**src/rtl/stair_pkg.sv**
```systemverilog
package stair_pkg;
  localparam int GATE_W = 7;
  localparam int LVL_W  = 3;

  typedef logic signed [LVL_W-1:0] lvl_t;

  // bit k drives switch Q(k+1)
  function automatic logic [GATE_W-1:0] gate_map(input lvl_t l);
    logic [GATE_W-1:0] g;
    case (l)
      3'sd1:   g = 7'b000_1001;
      3'sd2:   g = 7'b001_1001;
      3'sd3:   g = 7'b100_1001;
      -3'sd1:  g = 7'b000_0110;
      -3'sd2:  g = 7'b001_0110;
      -3'sd3:  g = 7'b100_0110;
      default: g = '0;
    endcase
    return g;
  endfunction
endpackage

```
**src/rtl/stair_phase_acc.sv**
```systemverilog
module stair_phase_acc #(
  parameter int PHASE_W = 32
) (
  input  logic               clk,
  input  logic               rst_n,
  input  logic               en_i,
  input  logic [PHASE_W-1:0] inc_i,
  output logic [PHASE_W-1:0] phase_o,
  output logic               wrap_o
);
  logic [PHASE_W-1:0] acc_q, acc_d;
  logic               wrap_q, wrap_d;
  logic [PHASE_W:0]   sum;

  always_comb begin
    sum = {1'b0, acc_q} + {1'b0, inc_i};
    if (en_i) begin
      acc_d  = sum[PHASE_W-1:0];
      wrap_d = sum[PHASE_W];
    end else begin
      acc_d  = '0;
      wrap_d = 1'b0;
    end
  end

  always_ff @(posedge clk or negedge rst_n) begin
    if (!rst_n) begin
      acc_q  <= '0;
      wrap_q <= 1'b0;
    end else begin
      acc_q  <= acc_d;
      wrap_q <= wrap_d;
    end
  end

  assign phase_o = acc_q;
  assign wrap_o  = wrap_q;

  assert_disable_clears_R8: assert property (@(posedge clk) disable iff (!rst_n)
    !en_i |=> (acc_q == '0 && !wrap_q));
endmodule

```
**src/rtl/stair_level_slicer.sv**
```systemverilog
module stair_level_slicer
  import stair_pkg::*;
#(
  parameter int               PHASE_W = 32,
  parameter logic [PHASE_W-1:0] TH1   = 32'd104589017,
  parameter logic [PHASE_W-1:0] TH2   = 32'd342268349,
  parameter logic [PHASE_W-1:0] TH3   = 32'd655453744
) (
  input  logic [PHASE_W-1:0] phase_i,
  output lvl_t               level_o
);
  localparam int NSTEP = 3;
  localparam int FW    = PHASE_W - 1;
  localparam logic [FW-1:0] QTR = FW'(1) << (PHASE_W - 2);
  localparam logic [NSTEP-1:0][PHASE_W-1:0] TH = {TH3, TH2, TH1};

  logic [FW-1:0]    fold;
  logic [NSTEP-1:0] hit;
  logic [1:0]       mag;

  always_comb begin
    if (phase_i[PHASE_W-2])
      fold = QTR - {2'b00, phase_i[PHASE_W-3:0]};
    else
      fold = {2'b00, phase_i[PHASE_W-3:0]};
  end

  for (genvar i = 0; i < NSTEP; i++) begin : g_cmp
    assign hit[i] = ({1'b0, fold} >= TH[i]);
  end

  always_comb begin
    mag = '0;
    for (int i = 0; i < NSTEP; i++)
      if (hit[i]) mag = mag + 2'd1;
    if (phase_i[PHASE_W-1])
      level_o = -$signed({1'b0, mag});
    else
      level_o = $signed({1'b0, mag});
  end
endmodule

```
**src/rtl/stair_deadtime.sv**
```systemverilog
module stair_deadtime
  import stair_pkg::*;
#(
  parameter int DT_W = 8
) (
  input  logic              clk,
  input  logic              rst_n,
  input  logic              en_i,
  input  logic [DT_W-1:0]   dead_i,
  input  logic [GATE_W-1:0] goal_i,
  output logic [GATE_W-1:0] gate_o
);
  logic [GATE_W-1:0] prev_q, prev_d, g_q, g_d;
  logic [DT_W-1:0]   cnt_q, cnt_d;
  logic              pend_q, pend_d;

  always_comb begin
    prev_d = goal_i;
    g_d    = g_q;
    cnt_d  = cnt_q;
    pend_d = pend_q;
    if (!en_i) begin
      prev_d = '0;
      g_d    = '0;
      cnt_d  = '0;
      pend_d = 1'b0;
    end else if (goal_i != prev_q) begin
      if (dead_i == '0) begin
        g_d    = goal_i;
        pend_d = 1'b0;
      end else begin
        g_d    = g_q & goal_i;
        cnt_d  = dead_i - 1'b1;
        pend_d = 1'b1;
      end
    end else if (pend_q) begin
      if (cnt_q == '0) begin
        g_d    = goal_i;
        pend_d = 1'b0;
      end else begin
        cnt_d = cnt_q - 1'b1;
      end
    end
  end

  always_ff @(posedge clk or negedge rst_n) begin
    if (!rst_n) begin
      prev_q <= '0;
      g_q    <= '0;
      cnt_q  <= '0;
      pend_q <= 1'b0;
    end else begin
      prev_q <= prev_d;
      g_q    <= g_d;
      cnt_q  <= cnt_d;
      pend_q <= pend_d;
    end
  end

  assign gate_o = g_q;

  // upper and lower leg pairs, and the two source-stacking switches, never together
  assert_no_shoot_through_R4: assert property (@(posedge clk) disable iff (!rst_n)
    !((g_q[0] | g_q[3]) & (g_q[1] | g_q[2])) && !(g_q[4] & g_q[6]));

  assert_turn_on_after_dead_R6: assert property (@(posedge clk) disable iff (!rst_n)
    (|(g_q & ~$past(g_q))) |-> ($past(pend_q) || $past(dead_i) == '0));
endmodule

```
**src/rtl/stair_gate_seq.sv**
```systemverilog
module stair_gate_seq
  import stair_pkg::*;
#(
  parameter int                 PHASE_W = 32,
  parameter int                 DT_W    = 8,
  parameter logic [PHASE_W-1:0] TH1     = 32'd104589017,
  parameter logic [PHASE_W-1:0] TH2     = 32'd342268349,
  parameter logic [PHASE_W-1:0] TH3     = 32'd655453744
) (
  input  logic               clk,
  input  logic               rst_n,
  input  logic               en,
  input  logic [PHASE_W-1:0] phase_inc,
  input  logic [DT_W-1:0]    dead_cycles,
  output logic [6:0]         gate_o,
  output logic signed [2:0]  level_o,
  output logic               cycle_start_o
);
  logic              rs_meta_q, rs_n;
  logic [PHASE_W-1:0] phase;
  lvl_t              slice_lvl, lvl_q, lvl_d;
  logic [GATE_W-1:0] goal;

  // asynchronous assertion, synchronous release
  always_ff @(posedge clk or negedge rst_n) begin
    if (!rst_n) begin
      rs_meta_q <= 1'b0;
      rs_n      <= 1'b0;
    end else begin
      rs_meta_q <= 1'b1;
      rs_n      <= rs_meta_q;
    end
  end

  stair_phase_acc #(.PHASE_W(PHASE_W)) u_acc (
    .clk(clk), .rst_n(rs_n), .en_i(en), .inc_i(phase_inc),
    .phase_o(phase), .wrap_o(cycle_start_o)
  );

  stair_level_slicer #(.PHASE_W(PHASE_W), .TH1(TH1), .TH2(TH2), .TH3(TH3)) u_slice (
    .phase_i(phase), .level_o(slice_lvl)
  );

  always_comb lvl_d = en ? slice_lvl : lvl_t'(0);

  always_ff @(posedge clk or negedge rs_n) begin
    if (!rs_n) lvl_q <= '0;
    else       lvl_q <= lvl_d;
  end

  assign goal = gate_map(lvl_q);

  stair_deadtime #(.DT_W(DT_W)) u_dead (
    .clk(clk), .rst_n(rs_n), .en_i(en), .dead_i(dead_cycles),
    .goal_i(goal), .gate_o(gate_o)
  );

  assign level_o = lvl_q;

  assert_zero_level_all_off_R5: assert property (@(posedge clk) disable iff (!rs_n)
    (lvl_q == 0 && $past(lvl_q) == 0) |-> (gate_o == '0));
endmodule

```
**config.mk**
```make
export PLATFORM = sky130hd
export DESIGN_NAME = stair_gate_seq
export DESIGN_NICKNAME = d
export VERILOG_FILES = /design/src/rtl/stair_pkg.sv /design/src/rtl/stair_phase_acc.sv /design/src/rtl/stair_level_slicer.sv /design/src/rtl/stair_deadtime.sv /design/src/rtl/stair_gate_seq.sv
export SDC_FILE = /design/constraint.sdc
export NUM_CORES = 1
export LEC_CHECK = 0
export BUFFER_PORTS_ARGS = -buffer_cell sky130_fd_sc_hd__clkbuf_2
export CAP_MARGIN = 20
export CORE_UTILIZATION = 45
export CTS_CLUSTER_SIZE = 30
export DETAILED_ROUTE_END_ITERATION = 6
export SYNTH_ARGS = -nofsm -noshare
export SYNTH_HDL_FRONTEND = slang
export SYNTH_SLANG_ARGS = --single-unit
```
**constraint.sdc**
```tcl
create_clock -name clk -period 2.41 [get_ports clk]
set_input_delay 0.3615 -clock clk [delete_from_list [all_inputs] [get_ports clk]]
set_output_delay 0.3615 -clock clk [all_outputs]
set_load 0.05 [all_outputs]
```
# [Word-level counts from Yosys, hierarchy flattened]
# Cells that the tools add are included.
[totals] register_bits=61 latch_bits=0 mem_bits_rw=0 romBits=0 out_inout_bits=11 elab_cells=60 memories=0
[op_classes] n_addsub=7 mul=0 n_div=0 magnitude_cmp=3 n_eq_ne=11 shift=0 mux=25 n_bitwise=1 reduce_logical=4
[op_table] operator="$mux W7" n=6
[op_table] operator="$pmux W7 S6" n=1
[op_table] operator="$mux W8" n=5
[op_table] operator="$add A32 B32 Y33" n=1
[op_table] operator="$mux W32" n=1
[op_table] operator="$ge A31 B27 Y1 const B" n=1
[op_table] operator="$ge A31 B29 Y1 const B" n=1
[op_table] operator="$ge A31 B30 Y1 const B" n=1
[op_table] operator="$mux W31" n=1
[op_table] operator="$sub A31 B30 Y31 const A" n=1
[op_table] operator="$logic_not A8 Y1" n=2
[op_table] operator="$sub A8 B1 Y8 const B" n=2
[op_table] operator="$eq A3 B3 Y1 const B" n=3
[op_table] operator="$and A7 B7 Y7" n=1
[op_table] operator="$mux W1" n=7
[op_table] operator="$ne A7 B7 Y1" n=1
[op_table] operator="$eq A3 B2 Y1 const B" n=2
[op_table] operator="$mux W3" n=2
[op_table] operator="$ne A3 B1 Y1 const B" n=2
[op_table] operator="$mux W2" n=2
[op_table] operator="$eq A3 B1 Y1 const B" n=1
[op_table] operator="$ne A3 B2 Y1 const B" n=1
[op_table] operator="$ne A3 B3 Y1 const B" n=1
[op_table] operator="$neg A2 Y3" n=1
[op_table] operator="other kinds (4)" n=4

# [Logic depth before layout (Yosys ltp)]
[logic_depth] word_depth=11 mapped_depth=18

# [By module]
# From an unflattened synthesis, not the netlist that was laid out.
[unflattened] hier_cells=769 area_unflattened_um2=6332.3
[by_module_without_submodules] module="stair_phase_acc" instances=1 cells_each=327 area_each_um2=2802.7
[by_module_without_submodules] module="stair_level_slicer" instances=1 cells_each=298 area_each_um2=2023.2
[by_module_without_submodules] module="stair_deadtime" instances=1 cells_each=128 area_each_um2=1320.0
[by_module_without_submodules] module="stair_gate_seq" instances=1 cells_each=16 area_each_um2=186.4

# [Worst setup path after synthesis]
# Ideal clock, no wire load.
[synth_path] kind="register to register" start="register u_acc.acc_q[3] (netlist: u_acc.phase_o[3])" end="register lvl_q[1] (netlist: level_o[1])" setup_ns=0.126 arrival_time_ns=3.941 t_required_ns=2.284 slack_ns=-1.657 path_stages_with_launch=16 path_buffers=3 period_less_slack_ns=4.067 path_cell_list="dfrtp_1 > buf_6 > or4_4 > buf_6 > or4_4 > buf_6 > o41ai_4 > xor2_2 > o211ai_1 > nand2_1 > a2111oi_0 > o31a_1 > ha_1 > xnor2_1 > ha_1 > a311o_1"
[synth_between] elab_chain_cells=11
[synth_lines] element="start: declaration" line="stair_phase_acc.sv:11" source="logic [PHASE_W-1:0] acc_q, acc_d;"
[synth_lines] element="start signal: assignment" line="stair_phase_acc.sv:28" source="acc_q <= '0;"
[synth_lines] element="start signal: assignment" line="stair_phase_acc.sv:31" source="acc_q <= acc_d;"
[synth_lines] element="$sub A31 B30 Y31" line="stair_level_slicer.sv:23" source="fold = QTR - {2'b00, phase_i[PHASE_W-3:0]};"
[synth_lines] element="$mux W31 *" line="stair_level_slicer.sv:22" source="if (phase_i[PHASE_W-2])"
[synth_lines] element="$ge A31 B27 Y1" line="stair_level_slicer.sv:29" source="assign hit[i] = ({1'b0, fold} >= TH[i]);"
[synth_lines] element="$mux W1" line="stair_level_slicer.sv:35" source="if (hit[i]) mag = mag + 2'd1;"
[synth_lines] element="$add A1 B1 Y2" line="stair_level_slicer.sv:35"
[synth_lines] element="$mux W2" line="stair_level_slicer.sv:35"
[synth_lines] element="$add A2 B1 Y2" line="stair_level_slicer.sv:35"
[synth_lines] element="$mux W2 *" line="stair_level_slicer.sv:35"
[synth_lines] element="$neg A2 Y3" line="stair_level_slicer.sv:37" source="level_o = -$signed({1'b0, mag});"
[synth_lines] element="$mux W3 *" line="stair_level_slicer.sv:36" source="if (phase_i[PHASE_W-1])"
[synth_lines] element="$mux W3 *" line="stair_gate_seq.sv:44" source="always_comb lvl_d = en ? slice_lvl : lvl_t'(0);"
[synth_lines] element="via lvl_d[1]" line="stair_gate_seq.sv:21" source="lvl_t slice_lvl, lvl_q, lvl_d;"
[synth_lines] element="end signal: assignment" line="stair_gate_seq.sv:48" source="else lvl_q <= lvl_d;"
[synth_lines] element="end: declaration" line="stair_gate_seq.sv:21"
# Mark *: on every way through the listed nets, which the timed path passes. The rest lies on a longest branch.
# A chain may end at the register's enable or synchronous reset.

# [Final worst setup path]
# Same ends and word-level chain as after synthesis.

==> metrics.md <==
| Metric | Value |
|---|---|
| Syn Area/Cell | about 8.2 sq um |
| Post-Syn Area | about 5300 sq um |
| Via count | just under 6000 |
| Die Ht | 111 um |
| Final nets | roughly 950 |
| Final ANT Viol Nets | 0 |
| Most common cell after layout, fill and taps aside | buf_4 |
| Main combinational cell family by area after synthesis | simple AND/OR/NAND/NOR gates |
| Post-Synth Adder-Cell Area | a little over 9% |
| Post-DP HPWL | about 12000 um |
| Hold Fails Final Rpt | 0 |
| Post-synthesis net count | 729 |
| Initial Util | between 40% and 50% |
| Setup TNS Final | -12740 ps |
| Final Worst Setup Slack | -1410 ps |
| Logic pwr share | about three quarters |
| Layout cells sized above 1 | around two fifths |
| Worst reg-to-reg path cell count | 13 |
| Post-DR vias/cell | ~5.7 |
| EDFF count, synth | 0 |
| Highest metal used | met4 |
| Core area | approximately 11000 sq um |
| IO Count | between 50 and 60 |
| Int Power | 6.40 mW |
| Wirelength per Cell | approximately 16 um |
| # DRC | 0 |
| Compound-Gate Fraction of Synth Area | 24.0% |
| Switching fraction of total power | between 40% and 50% |
| Failing checks | setup timing |
| Sequential share of power | 13.9% |
| Layout area overhead | 48.0% |
| Sequential element share of the synthesized area | about a quarter |
| Pins Over Slew Limit | 0 |
| Die area | between 10000 and 15000 sq um |
| Routability cong. | 0.910 |
| Reg-to-Reg End | level_o[1]$_DFF_PN0_ |
| ANT cells | 0 |
| CP Data Arrival Time | around 4000 ps |
| CP endpoint kind | register |
| Clock latency on the worst-skew pair | between 300 and 400 ps |
| Most frequent cells in the layout | 173 x buf_4, 68 x nor2_1, 53 x dfrtp_1, 52 x clkbuf_2, 44 x nand2_1 |
| Met2 wire length | 7960 um |
| Outcome | finished with violations |
| Met1 wire length | about 7500 um |
| Leak pwr | roughly 3.5 nW |
| Aggregate routed wire length | 16200 um |
| Dpl cells | between 900 and 1000 |
| Unique masters post-synth | 74 |
| Most used DFF post-synth | dfrtp_1 |
| Worst Tran Pin Value | 701 ps |
| Final Non-Filler Cells | slightly above 1000 |
| Synth warnings | 0 |
| Yosys reg bits | between 50 and 60 |
| Worst min path class | reg -> async |
| IO Port Bufs | 52 |
| Reg-to-Reg Start | u_acc.phase_o[3]$_DFF_PN0_ |
| Final Cycle Share | 158% |
| Pin count of the biggest net entering global routing | 29 |
| Gate Count Post-Synth | 647 |
| Clk slew on worst S/H paths | 60 ps |
| CTS Root Buffer Type | clkbuf_16 |
| XOR/XNOR Fraction of Synth Area | around 8.5% |
| Number of DRC markers in iteration 0 | between 300 and 400 |
| Pre-Repair DR Iteration Count | 4 |
| Critical path type | reg -> reg |
| Total global-route track usage | a little over a quarter |
| Crit path launch type | register |
| Power share of the clock group | approximately an eighth |
| R2R setup slack | -1410 ps |
| Ys async rst share | 100% |
| Vias in the first global route | about 5600 |
| Setup-failing EPs final | 24 |
| Sw power | slightly above 5 mW |
| Row cnt | 39 |
| Pwr Density | between 1000 and 1500 nW/um^2 |
| Simple-Gate Fraction of Synth Area | approximately 24% |
| Max Cap Viol | 0 |
| Total clock sinks | 57 |
| Grt total ovfl | 0 |
| Final Skew | just under 8 ps |
| CTS HTree Levels | 3 |
| Number of buffers created by CTS | 9 |
| Die width | approximately 110 um |
| RSZ-0062 raised after global routing | yes |
| Post-synthesis mux area share | approximately 3.3% |
| Worst slew margin | between 50% and 60% |
| Post-layout min period | between 3000 and 4000 ps |
| Antenna violations before repair | 0 |
| Met3 wire length | just under 500 um |
| CTS Buffer Depth | 2 |
| Worst vdd ir | about 0.0011 V |
| Fmax achieved | ~260 MHz |
| First-pass GRT wire length | approximately 27000 um |
| CP Data Required Time | about 2600 ps |
| Worst-path fanout max | 7 |
| TritonCTS clock tree | yes |
## layout make-up
class	instances	area, sq um
Multi-Input combinational cell	548	4140
Fill cell	916	3570
Timing Repair Buffer	244	1790
Sequential cell	57	1430
Clock buffer	9	225
Tap cell	143	179
Clock inverter	7	93.8
Inverter	10	37.5
## state kept, by name, indices dropped and copies added (netlist names)
name           count
u_dead.gate_o      6
level_o            3
u_dead.prev_q      4
u_dead.cnt_q       8
u_acc.phase_o     32
u_dead.pend_q      1
rs_n               1
rs_meta_q          1
u_acc.wrap_o       1
## power groups by stage
| stage | registers (mW) | clock network (mW) | logic [mW] |
|---|---|---|---|
| after floorplan | 1.81 | 0 | 4.52 |
| after global placement | 1.58 | 0 | 7.60 |
| after detailed placement | 1.60 | 0 | 7.74 |
| after CTS | 1.58 | 1.42 | 8.20 |
| after global routing | 1.64 | 1.46 | 9.27 |
| final | 1.59 | 1.39 | 8.53 |
## worst max-delay path by stage
stage	endpoint	from	cells past startpoint
2_1_floorplan	level_o[1]$_DFF_PN0_	u_acc.phase_o[3]$_DFF_PN0_	16
5_1_grt	level_o[1]$_DFF_PN0_	u_acc.phase_o[3]$_DFF_PN0_	11
4_1_cts	level_o[1]$_DFF_PN0_	u_acc.phase_o[3]$_DFF_PN0_	13
3_5_place_dp	level_o[1]$_DFF_PN0_	u_acc.phase_o[3]$_DFF_PN0_	13
3_3_place_gp	level_o[1]$_DFF_PN0_	u_acc.phase_o[3]$_DFF_PN0_	13
6_report	level_o[1]$_DFF_PN0_	u_acc.phase_o[3]$_DFF_PN0_	13
## layer usage
| metal | vias to the layer above | GRT usage [%] |
|---|---|---|
| li1 | 2851 | - |
| met3 | 19 | 3.17 |
| met4 | 0 | 7.91 |
| met1 | 2790 | 35.3 |
| met2 | 111 | 44.8 |
| met5 | - | 0 |
## metrics by stage
step | setup slack (ps) | util (%) | cell area [sq um] | power (mW) | hold slack, ps
after floorplan | -1530 | - | 5470 | 6.33 | 65.9
after global placement | -1380 | 61.5 | 7050 | 9.19 | 146
after detailed placement | -1450 | 61.5 | 7050 | 9.34 | 151
after CTS | -1420 | 67.3 | 7710 | 11.2 | 333
after global routing | -1600 | 68.8 | 7900 | 12.4 | 354
final | -1410 | 68.8 | 7900 | 11.5 | 313
## cell usage after synthesis (3+ instances only)
cell        n  share of area, %
o22a_1      3              0.49
mux2i_1    11               2.1
a21boi_0    4              0.56
o21ai_0    35               3.3
or4_4       3              0.63
o21bai_1    4              0.56
nor3b_1     5              0.70
a22oi_1     3              0.42
and3_1      6              0.70
xor2_1     27               4.4
mux2_2      6               1.3
inv_1      10              0.70
xnor2_1    23               3.8
dfrtp_1    57                27
a21o_1      6              0.84
nand3b_1    3              0.42
o211ai_1    6              0.84
a31oi_1    10               1.2
nor2_1     73               5.1
buf_6       3              0.63
buf_1       4              0.28
and2_1      6              0.70
nor2b_1    10               1.2
nor4_1     10               1.2
o41ai_1     6              0.99
a211oi_1    9               1.3
ha_1       38               8.9
o31ai_1    13               1.8
or3_1      11               1.3
clkbuf_1   23               1.6
a2111oi_0   4              0.66
o21a_1      4              0.56
nor3_1     26               2.4
a32oi_1     3              0.49
nand4_1     6              0.70
nand2_1    46               3.2
nand4b_1    3              0.49
nand3_1    13               1.2
nand2b_1   16               1.9
a21oi_1    51               4.8
or2_2       7              0.82
## worst max-delay path, cell delays in order, from the launching register on
cell,delay (ps)
dfrtp_1,380
or4_4,560
or4_4,570
o41ai_4,270
xor2_2,140
nor3_2,190
nand3b_1,110
nor4_2,140
a31oi_1,140
a31oi_1,170
ha_1,280
xnor2_2,180
ha_1,250
a311o_1,310
## repair_timing
action                                 in CTS  in global routing
endpoints found under the hold margin       2                  0
setup endpoints to repair                  26                 33
hold buffers                                1                  0
cloned                                      0                  0
pin swaps                                  35                 20
setup buffers                              15                 13
gates resized for setup                    50                 34
## logic make-up after synthesis
kind of cell,count (synthesis)
flops,57
simple gates,252
buf+inv,42
mux,17
fa+ha+maj,39
compound gates,187
xor+xnor,51
other cells,2
No activity file was read; power rests on OpenSTA's default activity.
